[src/rtl/bsa_pkg.sv]
package bsa_pkg;

    // Registered state of the serial adder
    typedef struct packed {
        logic carry;   // carry into the next bit position
        logic open_w;  // a valid bit has been taken since reset
        logic sum;     // registered sum bit
        logic lsb;     // registered start-of-word flag
        logic vld;     // registered valid
    } bsa_state_t;

endpackage

[src/rtl/bsa_full_add.sv]
module bsa_full_add (
    input  logic a,
    input  logic b,
    input  logic ci,
    output logic s,
    output logic co
);

    always_comb begin
        s  = a ^ b ^ ci;
        co = (a & b) | (a & ci) | (b & ci);
    end

endmodule

[src/rtl/bsa_frame_ctl.sv]
module bsa_frame_ctl (
    input  logic vld,
    input  logic lsb,
    input  logic carry_q,
    input  logic open_q,
    output logic cin,
    output logic close_w
);

    always_comb begin
        // a start bit ignores the carry left by the previous word
        cin     = lsb ? 1'b0 : carry_q;
        // the previous word is finished when a new start bit is taken
        close_w = vld & lsb & open_q;
    end

endmodule

[src/rtl/bitser_adder.sv]
module bitser_adder (
    input  logic clk,
    input  logic rst_n,
    input  logic in_vld,
    input  logic in_lsb,
    input  logic in_a,
    input  logic in_b,
    output logic out_vld,
    output logic out_lsb,
    output logic out_sum,
    output logic word_cout,
    output logic word_cout_vld
);

    import bsa_pkg::*;

    bsa_state_t st_d, st_q;
    logic       cin_w;
    logic       fa_s, fa_co;
    logic       close_w;

    bsa_frame_ctl u_frame (
        .vld     (in_vld),
        .lsb     (in_lsb),
        .carry_q (st_q.carry),
        .open_q  (st_q.open_w),
        .cin     (cin_w),
        .close_w (close_w)
    );

    bsa_full_add u_fa (
        .a  (in_a),
        .b  (in_b),
        .ci (cin_w),
        .s  (fa_s),
        .co (fa_co)
    );

    always_comb begin
        st_d     = st_q;
        st_d.vld = in_vld;
        if (in_vld) begin
            st_d.carry  = fa_co;
            st_d.sum    = fa_s;
            st_d.lsb    = in_lsb;
            st_d.open_w = 1'b1;
        end
    end

    always_ff @(posedge clk or negedge rst_n) begin
        if (!rst_n) st_q <= '0;
        else        st_q <= st_d;
    end

    assign out_vld       = st_q.vld;
    assign out_lsb       = st_q.lsb;
    assign out_sum       = st_q.sum;
    assign word_cout     = st_q.carry;
    assign word_cout_vld = close_w;

    // valid bit gives its sum one cycle later
    p_sum_lat_r2: assert property (@(posedge clk) disable iff (!rst_n)
        in_vld |=> out_vld && (out_sum == ($past(in_a) ^ $past(in_b) ^
                   ($past(in_lsb) ? 1'b0 : $past(word_cout)))));

    // two ones always produce a carry, two zeros never do
    p_carry_gen_r3: assert property (@(posedge clk) disable iff (!rst_n)
        (in_vld && in_a && in_b) |=> word_cout);
    p_carry_kill_r3: assert property (@(posedge clk) disable iff (!rst_n)
        (in_vld && !in_a && !in_b) |=> !word_cout);

    // a start bit with at most one operand set cannot carry
    p_lsb_clear_r4: assert property (@(posedge clk) disable iff (!rst_n)
        (in_vld && in_lsb && !(in_a && in_b)) |=> !word_cout);

    // start flag follows its bit by one cycle
    p_lsb_align_r5: assert property (@(posedge clk) disable iff (!rst_n)
        in_vld |=> (out_lsb == $past(in_lsb)));

    // a pause changes nothing but the valid flag
    p_stall_hold_r6: assert property (@(posedge clk) disable iff (!rst_n)
        !in_vld |=> !out_vld && $stable(out_sum) && $stable(out_lsb) && $stable(word_cout));

    // word carry only flagged on a taken start bit
    p_cout_flag_r7: assert property (@(posedge clk) disable iff (!rst_n)
        word_cout_vld |-> (in_vld && in_lsb));

endmodule

[config.mk]
export PLATFORM = sky130hd
export DESIGN_NAME = bitser_adder
export DESIGN_NICKNAME = d
export VERILOG_FILES = /design/src/rtl/bsa_pkg.sv /design/src/rtl/bsa_full_add.sv /design/src/rtl/bsa_frame_ctl.sv /design/src/rtl/bitser_adder.sv
export SDC_FILE = /design/constraint.sdc
export NUM_CORES = 1
export LEC_CHECK = 0
export ABC_AREA = 1
export CORE_AREA = 3 3 40 42
export CTS_CLUSTER_DIAMETER = 30
export DETAILED_ROUTE_END_ITERATION = 12
export DIE_AREA = 0 0 43 45
export GPL_TIMING_DRIVEN = 0
export PLACE_DENSITY = 0.38
export SYNTH_ARGS = -nofsm -noshare
export SYNTH_HDL_FRONTEND = slang
export SYNTH_HIERARCHICAL = 1
export SYNTH_SLANG_ARGS = --single-unit
export TNS_END_PERCENT = 100
[constraint.sdc]
create_clock -name clk -period 1 [get_ports clk]
set_input_delay 0.2 -clock clk [delete_from_list [all_inputs] [get_ports clk]]
set_output_delay 0.2 -clock clk [all_outputs]
set_load 0.02 [all_outputs]
==> flow_summary.ini, run 1 <==
[run_status]
status = complete, but fails checks
violations = setup timing

[yosys]
synth_seq_area_share = 0.595
synth_cell_types = 7
yosysWarnings = 6
synth_fp_nets = 29
synth_cells = 22
ys_ff_latch = 5
syn-cell-area_um2 = 210
avgSynthCellArea_um2 = 9.55

[place]
routabilityCongestion = 0.703
dp_cells = 47
io_buffers = 10
place_hpwl_um = 357

[routing]
vias_per_cell = 3.49
antenna_left = 0
wl_per_cell_um = 9.53
drt-pass1-iter-count = 1
m1WireLength_um = 231
drtIter0Drc = 0
routed_wl_um = 505
dr_wl_met3_um = 59
route.met2.wl_um = 214
top_layer_used = met3
vias = 185
drc = 0

[floorplanning]
ios = 11
start_util = 0.164
die-area_um2 = 1940
fp.dieW_um = 43
die_y_um = 45
rows = 13
core_um2 = 1280

[timing]
finalCritPeriodShare = 1.14
fin_skew_ps = 0.0706
hold_viol = 0
worstMarginPinSlew_ps = 243
holdWs_ps = 188
slew_headroom = 0.837
period_needed_ps = 1140
final_max_slew_viol_count = 0
setup_viol = 4
rsz0062_at_grt = true
fmax_ghz = 0.874
finalWorstSetupSlack_ps = -144

[cts]
cts_made_buffers = 3
cts_buffer_depth = 2
clkTransAtPathRegs_ps = 50
cts_tree = yes
cts-root-buf = clkbuf_4
hold_buffers = 0
cts.sinks = 5
worstSkewPairLatency_ps = 240
htreeDepth = 1

[finish]
final_cell_mix = 10 x nand2_1, 4 x dfrtp_1, 3 x clkbuf_4, 3 x clkdlybuf4s50_1, 3 x buf_6
num_antenna_cells = 0
final_common_cell = nand2_1
fin_cells = 53
syn2layout_area_growth_pct = 73.8
final_net_count = 46
drive_above_1_share = 0.368

[setup_path]
endpoint_kind = register
cp_max_fo = 2
required_ps = 1130
path_class = reg -> reg
cpMaxStageDelayCell = fa_1
cp_common_cell = nand2_1
cp_slowest_stage_delay_ps = 420
critPathArrivalTime_ps = 1280
start_kind = register
cp_cell_sequence = inv_2, nor2_2, fa_1, nand2_1, nand2_1

[global_route]
grt_usage = 0.0636
grt_max_degree = 8
grt_antenna_before_repair = 0
grt_pass1_wl_um = 841
grt_pass1_vias = 199
grt_overflow = 0

[flow_run]
cap_violations = 0

[power]
ir_drop_uv = 504
leakage_nw = 0.186
power_density_nw_per_um2 = 1630

[worst_hold_path]
hp-class = in -> async
[per-layer routing]
| layer | vias up | global-route usage |
|---|---|---|
| met5 | - | 0 |
| met1 | 80 | 0.0709 |
| li1 | 96 | - |
| met4 | 0 | 0.0361 |
| met2 | 9 | 0.0898 |
| met3 | 0 | 0.0438 |
[timing repair]
action,4_1_cts,5_1_grt
resized for setup,29,1
setup buffers,1,1
setup endpoints to repair,7,5
[cell type report]
type                            instances  area [um2]
Timing Repair Buffer                   12         106
Multi-Input combinational cell         14        76.3
Fill cell                             135         920
Sequential cell                         5         126
Clock buffer                            4        26.3
Inverter                                3        11.3
Tap cell                               15        18.8
[synthesized netlist by cell type (all sizes together)]
| cell type | n | area (um2) |
|---|---|---|
| or2 | 1 | 6.26 |
| nand2 | 10 | 37.5 |
| fa | 1 | 20.0 |
| dfrtp | 5 | 125 |
| nor2 | 2 | 10.0 |
| inv | 3 | 11.3 |
[power by group]
group	internal, mW	switching (mW)
Sequential	0.220	0.00940
Clock	0.151	0.0854
Combinational	0.0659	0.0654
[state kept, by name, summed over array words and instances, names as in the netlist]
name / flops
out_sum: 1
out_lsb: 1
word_cout: 1
out_vld: 1
st_q: 1
[final timing paths]
check	to	start	slack [ps]	depth (start not counted)
min in group clk	out_vld$_DFF_PN0_	in_vld	340	1
min reg2reg	st_q[3]$_DFFE_PN0P_	st_q[3]$_DFFE_PN0P_	460	1
max	out_sum$_DFFE_PN0P_	word_cout$_DFFE_PN0P_	-140	5
max reg2reg	out_sum$_DFFE_PN0P_	word_cout$_DFFE_PN0P_	-140	5
max in group asynchronous	word_cout$_DFFE_PN0P_	rst_n	600	1
min	out_sum$_DFFE_PN0P_	rst_n	190	1
[kinds of logic (layout without fill, tap and decap cells)]
| group | Yosys count | after routing | synth area share |
|---|---|---|---|
| and+or+nand+nor | 13 | 13 | 0.256 |
| DFF | 5 | 5 | 0.595 |
| buffers and inverters | 3 | 19 | 0.0536 |
| adders and majority gates | 1 | 1 | 0.0952 |
[stage by stage]
step	TNS (ps)	cell area [um2]	utilization	power, mW	worst slack [ps]
3_5_place_dp	-2420	330	0.257	0.352	-785
2_1_floorplan	-280	211	-	0.280	-184
6_report	-374	365	0.284	0.597	-144
3_3_place_gp	-2340	330	0.257	0.350	-775
4_1_cts	-381	355	0.277	0.595	-142
5_1_grt	-591	365	0.284	0.635	-195
[worst max-delay path, delay by kind of cell, from the launching register on]
kind / cells / cell delay, ps
fa+ha+maj: 1 / 420
flops: 1 / 410
simple gates: 3 / 150
buf+inv: 1 / 50
Note: power is estimated with default switching activity, not from simulation.
==> inputs of run 2 (changes only) <==
CTS_BUF_LIST = sky130_fd_sc_hd__clkbuf_8 sky130_fd_sc_hd__clkbuf_16   (was not set)
SLEW_MARGIN = 20   (was not set)
==> flow_summary.ini, run 2 (synthesis gave the netlist of run 1 again) <==
[run_status]
status = complete, but fails checks
violations = setup timing

[floorplanning]
rows = 13
die-area_um2 = 1940
start_util = 0.164
core_um2 = 1280
fp.dieW_um = 43
ios = 11
die_y_um = 45

[cts]
cts_made_buffers = 3
clkTransAtPathRegs_ps = 40
cts-root-buf = clkbuf_8
worstSkewPairLatency_ps = 220
cts.sinks = 5
htreeDepth = 1
cts_buffer_depth = 2
hold_buffers = 0
cts_tree = yes

[finish]
final_cell_mix = 10 x nand2_1, 4 x dfrtp_1
fillers = 135
seqCellArea_um2 = 126
syn2layout_area_growth_pct = 72.6
final_net_count = 45
num_antenna_cells = 0
multiInputGateArea_um2 = 76.3
final_common_cell = nand2_1
drive_above_1_share = 0.378

[setup_path]
cp_max_fo = 2
endpoint_kind = register
path_class = reg -> reg
start_kind = register
required_ps = 1110
critPathArrivalTime_ps = 1230

[timing]
period_needed_ps = 1120
finalCritPeriodShare = 1.12
setup_tns_ps = -291
slew_headroom = 0.840
finalWorstSetupSlack_ps = -123
worstMarginPinSlew_ps = 239
rsz0062_at_grt = true
hold_viol = 0
fmax_ghz = 0.891
final_max_slew_viol_count = 0
fin_skew_ps = 0.0796
setup_viol = 4

[global_route]
grt_max_degree = 8
grt_pass1_wl_um = 793
grt_pass1_vias = 196
grt_usage = 0.0594
grt_antenna_before_repair = 0
grt_overflow = 0

[routing]
drtIter0Drc = 3
antenna_left = 0
vias = 185
drc = 0
drt-pass1-iter-count = 4
wl_per_cell_um = 9.04
vias_per_cell = 3.56
routed_wl_um = 470

[power]
power_density_nw_per_um2 = 1940
ir_drop_uv = 618
leakage_nw = 0.189

[place]
dp_slack_ps = -785
place_hpwl_um = 357
io_buffers = 10
routabilityCongestion = 0.703

[flow_run]
cap_violations = 0

[worst_hold_path]
hp-class = in -> reg
==> run 2: path summary, 6_finish.rpt <==
check                                           start                     to  slack, ps  cells after the start
worst max-delay path            word_cout$_DFFE_PN0P_    out_sum$_DFFE_PN0P_       -120                      5
worst min-delay path                           in_vld      out_vld$_DFF_PN0_        180                      1
worst max register to register  word_cout$_DFFE_PN0P_    out_sum$_DFFE_PN0P_       -120                      5
worst min register to register    st_q[3]$_DFFE_PN0P_    st_q[3]$_DFFE_PN0P_        460                      1
max in group asynchronous                       rst_n  word_cout$_DFFE_PN0P_        580                      1
min in group asynchronous                       rst_n    out_sum$_DFFE_PN0P_        210                      1
==> run 2: per-stage QoR <==
step	instances	hold WS (ps)	total power, mW	cell area, um2	utilization
after floorplan	22	-95.6	0.280	211	-
after global routing	52	203	0.742	363	0.282
after detailed placement	47	452	0.352	330	0.257
after CTS	52	219	0.716	367	0.285
after global placement	47	443	0.350	330	0.257
final	52	182	0.702	363	0.282
==> run 2: routing by layer <==
layer | share of wire | vias up | wire length, um | GRT usage
li1 | - | 93 | - | -
met1 | 0.48 | 83 | 227 | 0.0709
met2 | 0.39 | 9 | 183 | 0.0778
met3 | 0.12 | 0 | 58 | 0.0398
met4 | 0 | 0 | 0 | 0.0361
met5 | 0 | - | 0 | 0
==> run 2: cell type report <==
class                           instances  area share
Sequential cell                         5       0.348
Timing Repair Buffer                   11       0.234
Multi-Input combinational cell         14       0.210
Clock buffer                            3       0.114
Tap cell                               15      0.0517
Inverter                                3      0.0310
Clock inverter                          1      0.0103
==> run 2: report_power, final <==
part           internal, mW  switching, mW  leakage (nW)
sequential            0.221        0.00803        0.0562
clock                 0.263         0.0981        0.0269
combinational        0.0503         0.0622         0.106
==> run 2: what timing repair did <==
action                     CTS  global route
buffers inserted             1             0
gates resized for setup     27             2
setup endpoints to repair    7             4
==> run 2: critical path: stages, from the launching register on <==
cell,delay [ps]
dfrtp_2,400
inv_2,50
nor2_2,30
fa_1,420
nand2_1,70
nand2_1,50
